File: src/rtl/core_wake_pkg.sv
package core_wake_pkg;

  typedef enum logic [3:0] {
    ST_IDLE,
    ST_RST0,
    ST_L1,
    ST_DBG0,
    ST_CLMP0,
    ST_CLMP,
    ST_GATE,
    ST_RST1,
    ST_DBG1,
    ST_DDBG,
    ST_DRST,
    ST_DGATE,
    ST_DCLMP
  } step_e;

  // a wait of d cycles between two actions loads d-1 into the counter
  function automatic int unsigned wait_load(input int unsigned d);
    return (d == 0) ? 0 : d - 1;
  endfunction

  function automatic int unsigned at_least_one(input int unsigned v);
    return (v == 0) ? 1 : v;
  endfunction

endpackage

File: src/rtl/cws_delay.sv
module cws_delay #(
  parameter int CNT_W = 8
) (
  input  logic             clk,
  input  logic             rst_n,
  input  logic             load_i,
  input  logic [CNT_W-1:0] val_i,
  output logic             expired_o
);

  logic [CNT_W-1:0] cnt_q;

  always_ff @(posedge clk or negedge rst_n) begin
    if (!rst_n)              cnt_q <= '0;
    else if (load_i)         cnt_q <= val_i;
    else if (cnt_q != '0)    cnt_q <= cnt_q - 1'b1;
  end

  assign expired_o = (cnt_q == '0);

  // an unloaded wait moves down by exactly one per cycle
  a_r5_wait_counts_down: assert property (@(posedge clk) disable iff (!rst_n)
    (!load_i && cnt_q != '0) |=> cnt_q == $past(cnt_q) - 1'b1);

endmodule

File: src/rtl/cws_clamp.sv
module cws_clamp #(
  parameter int W     = 8,
  parameter int IDX_W = 4
) (
  input  logic             clk,
  input  logic             rst_n,
  input  logic             first_i,
  input  logic             inc_i,
  input  logic             dec_i,
  output logic [IDX_W-1:0] idx_o,
  output logic [W-1:0]     clamp_o
);

  logic [IDX_W-1:0] idx_q;

  function automatic logic [W-1:0] thermo(input logic [IDX_W-1:0] n);
    return {W{1'b1}} >> n;
  endfunction

  always_ff @(posedge clk or negedge rst_n) begin
    if (!rst_n)       idx_q <= '0;
    else if (first_i) idx_q <= '0;
    else if (inc_i)   idx_q <= idx_q + 1'b1;
    else if (dec_i)   idx_q <= idx_q - 1'b1;
  end

  assign idx_o   = idx_q;
  assign clamp_o = thermo(idx_q);

  // the clamp never changes by more than one bit per edge
  a_r4_single_bit_step: assert property (@(posedge clk) disable iff (!rst_n)
    !$stable(clamp_o) |-> $countones(clamp_o ^ $past(clamp_o)) == 1);

endmodule

File: src/rtl/core_wake_seq.sv
module core_wake_seq
  import core_wake_pkg::*;
#(
  parameter int ADDR_W     = 32,
  parameter int CLAMP_W    = 8,
  parameter int CLK_HZ     = 100_000_000,
  parameter int LONG_CYC   = CLK_HZ / 100,
  parameter int SHORT_CYC  = CLK_HZ / 1000,
  parameter int STEP_HOLD  = 1
) (
  input  logic               clk,
  input  logic               rst_n,
  input  logic               start_i,
  input  logic               pdown_i,
  input  logic [ADDR_W-1:0]  entry_addr_i,
  output logic [ADDR_W-1:0]  boot_addr_o,
  output logic [1:0]         rst_ctl_o,
  output logic               l1_rst_dis_o,
  output logic               dbg_pwrup_o,
  output logic [CLAMP_W-1:0] clamp_o,
  output logic               pwr_gate_o,
  output logic               busy_o,
  output logic               done_o
);

  localparam int LONG_E  = at_least_one(LONG_CYC);
  localparam int SHORT_E = at_least_one(SHORT_CYC);
  localparam int HOLD_E  = at_least_one(STEP_HOLD);
  localparam int MAX_A   = (LONG_E > SHORT_E) ? LONG_E : SHORT_E;
  localparam int MAX_D   = (MAX_A > HOLD_E) ? MAX_A : HOLD_E;
  localparam int CNT_W   = (MAX_D > 1) ? $clog2(MAX_D) : 1;
  localparam int IDX_W   = $clog2(CLAMP_W + 1);
  localparam logic [CNT_W-1:0] LONG_V  = CNT_W'(wait_load(LONG_E));
  localparam logic [CNT_W-1:0] SHORT_V = CNT_W'(wait_load(SHORT_E));
  localparam logic [CNT_W-1:0] HOLD_V  = CNT_W'(wait_load(HOLD_E));

  step_e              step_q;
  logic               busy_q, done_q, l1_q, dbg_q, gate_q;
  logic [1:0]         rst_q;
  logic [ADDR_W-1:0]  boot_q;
  logic [IDX_W-1:0]   idx;

  // named events
  logic expired, fire, up_acc, dn_acc, clamp_bottom, clamp_top;
  logic ld;
  logic [CNT_W-1:0] ld_val;
  logic c_first, c_inc, c_dec;

  assign fire         = busy_q && expired;
  assign up_acc       = !busy_q && !done_q && start_i;
  assign dn_acc       = !busy_q && done_q && pdown_i;
  assign clamp_bottom = (idx == IDX_W'(CLAMP_W - 1));
  assign clamp_top    = (idx == IDX_W'(1));

  always_comb begin
    ld      = up_acc || dn_acc;
    ld_val  = '0;
    c_first = 1'b0;
    c_inc   = 1'b0;
    c_dec   = 1'b0;
    if (fire) begin
      unique case (step_q)
        ST_CLMP0: begin c_first = 1'b1; ld = 1'b1; ld_val = HOLD_V; end
        ST_CLMP:  begin
          c_inc = 1'b1; ld = 1'b1;
          ld_val = clamp_bottom ? LONG_V : HOLD_V;
        end
        ST_GATE:  begin ld = 1'b1; ld_val = SHORT_V; end
        ST_DCLMP: begin c_dec = 1'b1; ld = 1'b1; ld_val = HOLD_V; end
        ST_DBG1, ST_IDLE: ld = ld;
        default:  begin ld = 1'b1; ld_val = '0; end
      endcase
    end
  end

  cws_delay #(.CNT_W(CNT_W)) u_delay (
    .clk(clk), .rst_n(rst_n), .load_i(ld), .val_i(ld_val), .expired_o(expired)
  );

  cws_clamp #(.W(CLAMP_W), .IDX_W(IDX_W)) u_clamp (
    .clk(clk), .rst_n(rst_n), .first_i(c_first), .inc_i(c_inc), .dec_i(c_dec),
    .idx_o(idx), .clamp_o(clamp_o)
  );

  always_ff @(posedge clk or negedge rst_n) begin
    if (!rst_n) begin
      step_q <= ST_IDLE;
      busy_q <= 1'b0;
      done_q <= 1'b0;
      boot_q <= '0;
      rst_q  <= 2'b00;
      l1_q   <= 1'b1;
      dbg_q  <= 1'b0;
      gate_q <= 1'b1;
    end else if (up_acc) begin
      boot_q <= entry_addr_i;
      busy_q <= 1'b1;
      step_q <= ST_RST0;
    end else if (dn_acc) begin
      done_q <= 1'b0;
      busy_q <= 1'b1;
      step_q <= ST_DDBG;
    end else if (fire) begin
      unique case (step_q)
        ST_RST0:  begin rst_q <= 2'b00; step_q <= ST_L1;    end
        ST_L1:    begin l1_q  <= 1'b0;  step_q <= ST_DBG0;  end
        ST_DBG0:  begin dbg_q <= 1'b0;  step_q <= ST_CLMP0; end
        ST_CLMP0: step_q <= ST_CLMP;
        ST_CLMP:  if (clamp_bottom) step_q <= ST_GATE;
        ST_GATE:  begin gate_q <= 1'b0; step_q <= ST_RST1; end
        ST_RST1:  begin rst_q <= 2'b11; step_q <= ST_DBG1; end
        ST_DBG1:  begin
          dbg_q  <= 1'b1;
          done_q <= 1'b1;
          busy_q <= 1'b0;
          step_q <= ST_IDLE;
        end
        ST_DDBG:  begin dbg_q  <= 1'b0;  step_q <= ST_DRST;  end
        ST_DRST:  begin rst_q  <= 2'b00; step_q <= ST_DGATE; end
        ST_DGATE: begin gate_q <= 1'b1;  step_q <= ST_DCLMP; end
        ST_DCLMP: if (clamp_top) begin busy_q <= 1'b0; step_q <= ST_IDLE; end
        default:  step_q <= ST_IDLE;
      endcase
    end
  end

  assign boot_addr_o  = boot_q;
  assign rst_ctl_o    = rst_q;
  assign l1_rst_dis_o = l1_q;
  assign dbg_pwrup_o  = dbg_q;
  assign pwr_gate_o   = gate_q;
  assign busy_o       = busy_q;
  assign done_o       = done_q;

  // the boot address moves only on an accepted start
  a_r2_boot_on_accept: assert property (@(posedge clk) disable iff (!rst_n)
    !$stable(boot_addr_o) |-> $past(up_acc));

  // requests during a run leave the boot address alone
  a_r7_boot_held_busy: assert property (@(posedge clk) disable iff (!rst_n)
    (busy_o && $past(busy_o)) |-> $stable(boot_addr_o));

  // the gate opens only with the clamp fully released and resets held
  a_r5_gate_after_clamp: assert property (@(posedge clk) disable iff (!rst_n)
    $fell(pwr_gate_o) |-> (clamp_o == '0 && rst_ctl_o == 2'b00));

  // debug power-up rises only after full release, with done
  a_r6_dbg_last: assert property (@(posedge clk) disable iff (!rst_n)
    $rose(dbg_pwrup_o) |-> (rst_ctl_o == 2'b11 && !pwr_gate_o && clamp_o == '0 && done_o));

  // busy and done are never high together
  a_r6_busy_done_excl: assert property (@(posedge clk) disable iff (!rst_n)
    !(busy_o && done_o));

  // gating returns only with resets asserted and debug low
  a_r9_gate_closes_safe: assert property (@(posedge clk) disable iff (!rst_n)
    $rose(pwr_gate_o) |-> (rst_ctl_o == 2'b00 && !dbg_pwrup_o));

  // a power-down with nothing powered is dropped
  a_r10_pdown_ignored: assert property (@(posedge clk) disable iff (!rst_n)
    (!busy_o && !done_o && pdown_i && !start_i) |=> !busy_o);

endmodule

File: config.mk
export PLATFORM = sky130hd
export DESIGN_NAME = core_wake_seq
export DESIGN_NICKNAME = d
export VERILOG_FILES = /design/src/rtl/core_wake_pkg.sv /design/src/rtl/cws_delay.sv /design/src/rtl/cws_clamp.sv /design/src/rtl/core_wake_seq.sv
export SDC_FILE = /design/constraint.sdc
export NUM_CORES = 1
export LEC_CHECK = 0
export BUFFER_PORTS_ARGS = -buffer_cell sky130_fd_sc_hd__buf_4
export CAP_MARGIN = 40
export CORE_MARGIN = 2
export CORE_UTILIZATION = 49
export DETAILED_ROUTE_END_ITERATION = 6
export PLACE_DENSITY_LB_ADDON = 0.3
export REMOVE_ABC_BUFFERS = 1
export SYNTH_ARGS = -nofsm -noshare
export SYNTH_HDL_FRONTEND = slang
export SYNTH_HIERARCHICAL = 1
export SYNTH_SLANG_ARGS = --single-unit
File: constraint.sdc
create_clock -name clk -period 6.03 [get_ports clk]
set_input_delay 0.3015 -clock clk [delete_from_list [all_inputs] [get_ports clk]]
set_output_delay 0.3015 -clock clk [all_outputs]
set_load 0.05 [all_outputs]
==> out/metrics.yaml, run 1 <==
synthesis:
  synth_top_area_share_pct: 46.1
  ys.flop_type: "dfrtp_1"
  yosys_warnings: 6
  synth_edf_count: 0
  seq_area_frac_synth_pct: 47.6
  ys_types: 60
  syn_area_sq_um: 3470
  synth_area_per_cell_sq_um: 10.9
  ys_ff_latch: 66
  async_flop_share_pct: 100
  yosysTopAreaCell: "dfrtp_1"
  synth_area_leaders: "dfrtp_1 46%, mux2_2 11%, nand2_1 3.4%"
  syn_inst: 319
grt:
  overflow: 0
  grt_max_degree: 67
  grt_usage_pct: 19.2
  grt_pass1_vias: 2559
  grt_pass1_wl_um: 11700
  antenna_found_initial: 0
flow_run:
  maxCapViolCount: 0
drt:
  dr.pass1.iters: 5
  postRouteAntennaNets: 0
  vias: 2633
  drc: 0
  avgViaCountPerCell: 5.26
  routed_wl_um: 7160
  avgRoutedWirePerCell_um: 14.3
  drt_iter0_drc: 175
worst_setup_path:
  critPathSlowestCell: "or4_4"
  worstSetupPathType: "flop to flop"
  cp.arrival_ps: 3800
  critPathMaxStageDelay_ps: 550
  endpoint_kind: "flop"
  critPathLaunchType: "flop"
  path_max_fanout: 13
  required_ps: 6250
  crit_chain: "or3_1 -> or4_4 -> nor2_8 -> and2_1 -> nand2_1 -> nor2_1 -> inv_1 -> ha_1 -> a21oi_1 -> o2bb2ai_1 -> nand3_1"
cts:
  clock_sinks: 66
  clkTransAtPathRegs_ps: 70
  cts_buffers: 9
  postCtsSetupBuffers: 0
  h-tree-depth: 3
  cts-root-buf: "clkbuf_8"
  cts_tree: "done"
  clk_path_buf_depth: 2
  ctsHoldBuffers: 0
  cts-resized-gates: 0
  clk_latency_ps: 340
sta:
  relSlewSlack_pct: 39.7
  max_freq_ghz: 0.279
  worst_slack_ps: 2450
  worstMarginPinSlew_ps: 897
  period_share_pct: 59.4
  finalMaxSlewViolations: 0
  hold_ws_ps: 53.6
  hold_viol_final: 0
  setup_viol: 0
  layout_min_cycle_time_ps: 3580
  fin_skew_ps: 5.36
  setup_tns_ps: 0
  rsz0062_at_grt: "false"
floorplanning:
  io_pins: 83
  die_w_um: 88.2
  row_count: 30
  coreArea_sq_um: 6830
  floorplan.initialDensity_pct: 50.8
  die-area_sq_um: 7780
  die_h_um: 88.2
cells_and_area:
  instances_no_fill: 501
  fill_cells: 548
  syn_to_final_growth_pct: 24.6
  drive_gt1_share_pct: 40.0
  utilization_pct: 63.4
  n_antenna_cell: 0
  layout.nets: 441
placed_design:
  hpwl_um: 5140
  place_congestion: 0.881
  port_buffers: 82
  dp_cells: 485
  place_worst_setup_slack_ps: 2480
min_path:
  hold_class: "primary input to asynchronous set/reset pin"
power:
  ir_worst_vdd_mv: 0.220
  power_leakage_nw: 1.89
  cellPowerDensity_nw_per_um2: 503
run_status:
  status: "finished clean"
[where the power goes]
| group | switching, mW | internal (mW) |
|---|---|---|
| registers | 0.156 | 0.625 |
| logic | 0.644 | 0.381 |
| clock network | 0.179 | 0.194 |
| total | 0.979 | 1.20 |
[state kept, by name, summed over array words and instances (netlist names)]
name	flops
boot_addr_o	32
u_delay/cnt_q	20
step_q	4
u_clamp/idx_o	4
busy_o	1
dbg_pwrup_o	1
done_o	1
l1_rst_dis_o	1
pwr_gate_o	1
rst_ctl_o	1
[layer usage]
metal  share of wire, %  GRT usage [%]  vias up
met5                  0              0        -
met4                2.1           8.82        0
met3                4.3           4.34       13
met2                 50           30.9       65
met1                 44           24.9     1263
li1                   -              -     1292
[cell usage in the layout, fill, tap and decap left out, types with 3 or more instances in the layout]
| cell | count |
|---|---|
| ha_1 | 4 |
| a211oi_1 | 3 |
| nand2b_1 | 7 |
| nor2b_1 | 3 |
| inv_1 | 6 |
| a31oi_1 | 3 |
| nand3_1 | 6 |
| nor3_1 | 12 |
| nand4_1 | 3 |
| xor2_1 | 7 |
| o21ai_0 | 10 |
| buf_4 | 84 |
| xnor2_1 | 11 |
| nand2_1 | 31 |
| o21ai_2 | 9 |
| clkbuf_8 | 9 |
| clkinv_4 | 3 |
| o21ai_1 | 4 |
| mux2_2 | 33 |
| dfrtp_1 | 64 |
| conb_1 | 5 |
| a21o_1 | 3 |
| nor4_1 | 5 |
| a21oi_1 | 12 |
| o31ai_1 | 5 |
| nor2_1 | 15 |
[worst paths after layout]
| check | from | to | slack [ps] | cells past startpoint |
|---|---|---|---|---|
| hold reg to reg | l1_rst_dis_o$_DFFE_PN1P_ | l1_rst_dis_o$_DFFE_PN1P_ | 470 | 1 |
| min in group clk | entry_addr_i[14] | boot_addr_o[14]$_DFFE_PN0P_ | 180 | 2 |
| max in group asynchronous | rst_n | u_delay/cnt_q[10]$_DFFE_PN0P_ | 5450 | 1 |
| setup / recovery | u_delay/cnt_q[17]$_DFFE_PN0P_ | u_clamp/idx_o[3]$_DFFE_PN0P_ | 2450 | 11 |
| setup reg to reg | u_delay/cnt_q[17]$_DFFE_PN0P_ | u_clamp/idx_o[3]$_DFFE_PN0P_ | 2450 | 11 |
| hold / removal | rst_n | u_delay/cnt_q[3]$_DFFE_PN0P_ | 50 | 1 |
[cells in the mapped netlist (all sizes together), types with 7 or more instances]
cell type and number:
a21oi 12, buf 11, clkbuf 7, dfrtp 64
inv 8, mux2 35, nand2 31, nand2b 7
nor2 17, nor3 12, o21ai 23, xnor2 11
xor2 7
[kinds of logic after synthesis]
logic type | Yosys count | share of synthesized area [%]
DFF | 66 | 47.6
other | 1 | 0.108
adders and majority gates | 5 | 2.02
and+or+nand+nor | 107 | 18.0
muxes | 37 | 11.9
AOI/OAI and AO/OA | 59 | 11.7
buffers and inverters | 26 | 4.07
xor gates and xnor gates | 18 | 4.54
[worst max-delay path: cells and delay by family (launching register included)]
| family | cells | cell delay (ps) |
|---|---|---|
| buffers and inverters | 1 | 150 |
| adders and majority gates | 1 | 370 |
| AOI/OAI and AO/OA | 2 | 400 |
| DFF | 1 | 410 |
| and+or+nand+nor | 7 | 2130 |
[per-stage QoR]
stage               area [sq um]  power (mW)
finish                      4330        2.18
CTS                         4330        2.20
detailed placement          4130        1.82
global placement            4130        1.80
global route                4330        2.30
floorplan                   3380        1.51
[layout make-up]
| cell class | count | area (sq um) | share of cell area [%] |
|---|---|---|---|
| Clock buffer | 9 | 124 | 2.86 |
| Clock inverter | 7 | 77.6 | 1.79 |
| Inverter | 8 | 30.0 | 0.694 |
| Multi-Input combinational cell | 231 | 1690 | 39.1 |
| Sequential cell | 66 | 1650 | 38.2 |
| Tap cell | 96 | 120 | 2.77 |
| Timing Repair Buffer | 84 | 631 | 14.6 |
Note: power is estimated with default switching activity, not from simulation.
==> run 2: changes to the inputs <==
Clock period 6.03 ns to 3.65 ns, I/O delays scaled along.
==> out/metrics.yaml, run 2 (synthesis results as in run 1) <==
run_status:
  status: "finished clean"
power:
  power_leakage_nw: 1.93  # +2.2%
  ir_worst_vdd_mv: 0.316  # +44%
  p_sw_mw: 1.64  # +68%
  cellPowerDensity_nw_per_um2: 842  # +67%
  pwr-share-comb_pct: 46.2  # -0.9 points
  p_sw_share_pct: 44.4  # -0.54 points
  clock_power_share_pct: 18.6  # +1.5 points
  seqPwrFrac_pct: 35.2  # -0.6 points
  p_int_mw: 2.06  # +71%
drt:
  dr_wl_met3_um: 291  # -5.5%
  top_layer: "met4"
  met1_length_um: 3190  # +2.1%
  postRouteAntennaNets: 0  # unchanged
  vias: 2680  # +1.8%
  dr.pass1.iters: 6  # +1
  avgRoutedWirePerCell_um: 15.0  # +4.8%
  drt_iter0_drc: 100  # -43%
  wl_met2_um: 3990  # +11%
  drc: 0  # unchanged
  avgViaCountPerCell: 5.30  # +0.78%
  routed_wl_um: 7580  # +5.8%
sta:
  fin_skew_ps: 8.15  # +2.79 ps
  finalMaxSlewViolations: 0  # unchanged
  hold_viol_final: 0  # unchanged
  rsz0062_at_grt: "false"
  period_share_pct: 90.5  # +31 points
  relSlewSlack_pct: 44.7  # +4.9 points
  setup_viol: 0  # unchanged
  worstMarginPinSlew_ps: 830  # -67.3 ps
  layout_min_cycle_time_ps: 3300  # -281 ps
  max_freq_ghz: 0.303  # +8.5%
floorplanning:
  floorplan.initialDensity_pct: 50.8  # unchanged
  die_w_um: 88.2  # unchanged
  coreArea_sq_um: 6830  # unchanged
  die_h_um: 88.2  # unchanged
  io_pins: 83  # unchanged
  die-area_sq_um: 7780  # unchanged
  row_count: 30  # unchanged
worst_setup_path:
  worst-r2r-setup-slack_ps: 350  # -2100 ps
  rr_startpoint: "u_delay/cnt_q[17]$_DFFE_PN0P_"
  r2r_end: "u_clamp/idx_o[3]$_DFFE_PN0P_"
  critPathMaxStageDelay_ps: 550  # about the same
  cp_top_family: "simple AND/OR/NAND/NOR gates"
  crit_start: "u_delay/cnt_q[17]$_DFFE_PN0P_"
  worstSetupPathType: "flop to flop"
  cp.depth: 11  # unchanged
  crit_end: "u_clamp/idx_o[3]$_DFFE_PN0P_"
  cp.arrival_ps: 3520  # -280 ps
  r2r.worst_path.cells: 11  # unchanged
  critPathLaunchType: "flop"
  path_buf_inv: 1  # unchanged
  critPathSlowestCell: "or4_4"
  crit_chain: "or3_1 -> or4_4 -> nor2_8 -> and2_1 -> nand2_1 -> nor2_1 -> inv_1 -> ha_1 -> a21oi_1 -> o2bb2ai_1 -> nand3_1"
  required_ps: 3870  # -2380 ps
  path_max_fanout: 13  # unchanged
  endpoint_kind: "flop"
min_path:
  hold_class: "primary input to flop"
cts:
  clkTransAtPathRegs_ps: 80  # about the same
  clk_path_buf_depth: 2  # unchanged
  cts_tree: "done"
  cts-root-buf: "clkbuf_8"
  cts-resized-gates: 0  # unchanged
  clk_latency_ps: 340  # about the same
  cts_buffers: 9  # unchanged
  clock_sinks: 66  # unchanged
  h-tree-depth: 3  # unchanged
grt:
  grt_usage_pct: 19.9  # +0.70 points
  grt_max_degree: 67  # unchanged
  antenna_found_initial: 0  # unchanged
  grt_pass1_vias: 2544  # -0.59%
  grt_pass1_wl_um: 12000  # +2.9%
  overflow: 0  # unchanged
cells_and_area:
  n_antenna_cell: 0  # unchanged
  layout.nets: 446  # +1.1%
  drive_gt1_share_pct: 40.5  # +0.49 points
  syn_to_final_growth_pct: 26.5
  final_common_cell: "buf_4"
  fill_cells: 570  # +4.0%
  final_cell_mix: "88 x buf_4, 64 x dfrtp_1, 33 x mux2_2"
  utilization_pct: 64.3  # +0.95 points
  largest_reg_flops: 32  # unchanged
  instances_no_fill: 506  # +1.0%
placed_design:
  hpwl_um: 5480  # +6.6%
  dp_cells: 489  # +0.82%
  place_congestion: 0.861  # -2.2%
  port_buffers: 82  # unchanged
flow_run:
  maxCapViolCount: 0  # unchanged
run 2: worst min path at each step:
stage | startpoint | end | slack (ps) | cells past startpoint
3_3_place_gp | rst_n | u_delay/cnt_q[2]$_DFFE_PN0P_ | 340 | 1
3_5_place_dp | rst_n | u_delay/cnt_q[1]$_DFFE_PN0P_ | 340 | 1
4_1_cts | entry_addr_i[6] | boot_addr_o[6]$_DFFE_PN0P_ | 50 | 2
5_1_grt | entry_addr_i[21] | boot_addr_o[21]$_DFFE_PN0P_ | 50 | 2
6_report | entry_addr_i[6] | boot_addr_o[6]$_DFFE_PN0P_ | 70 | 2
2_1_floorplan | rst_n | boot_addr_o[0]$_DFFE_PN0P_ | -110 | 0
run 2: worst register-to-register path: stages, from the launching register on:
cell,delay (ps)
dfrtp_1,400
or3_1,410
or4_4,550
nor2_8,210
and2_1,270
nand2_1,150
nor2_1,260
inv_1,110
ha_1,350
a21oi_1,250
o2bb2ai_1,140
nand3_1,70
run 2: power by group through the flow:
stage          logic (mW)  clock network [mW]  registers (mW)
3_5_place_dp         1.72                   0            1.31
3_3_place_gp         1.68                   0            1.29
6_report             1.71               0.688            1.30
4_1_cts              1.73               0.701            1.30
5_1_grt              1.82               0.740            1.34
2_1_floorplan       0.589                   0            1.90
run 2: cell type report:
cell class                      count  area (sq um)  share of cell area, %
Inverter                            8          30.0                  0.683
Sequential cell                    66          1650                   37.6
Tap cell                           96           120                   2.73
Clock buffer                        9           124                   2.82
Multi-Input combinational cell    231          1690                   38.5
Clock inverter                      7           103                   2.33
Timing Repair Buffer               89           671                   15.3
run 2: repair_timing:
item,in CTS,in global routing
hold buffers,1,0
buffers inserted,0,0
endpoints found under the hold margin,64,0
run 2: layer usage:
layer / vias up / global-route usage [%]
met5: - / 0
met4: 0 / 7.71
met3: 11 / 3.77
met2: 69 / 34.6
met1: 1294 / 24.6
li1: 1306 / -
run 2: through the flow:
step           power, mW  instance area [sq um]  setup TNS, ps  hold slack, ps  worst slack, ps
2_1_floorplan       2.49                   3380          -3690            -113             -327
3_3_place_gp        2.97                   4160              0             338              486
3_5_place_dp        3.03                   4160              0             341              386
4_1_cts             3.72                   4390              0            54.5              371
5_1_grt             3.90                   4390              0            50.4              119
6_report            3.70                   4390              0            68.8              348
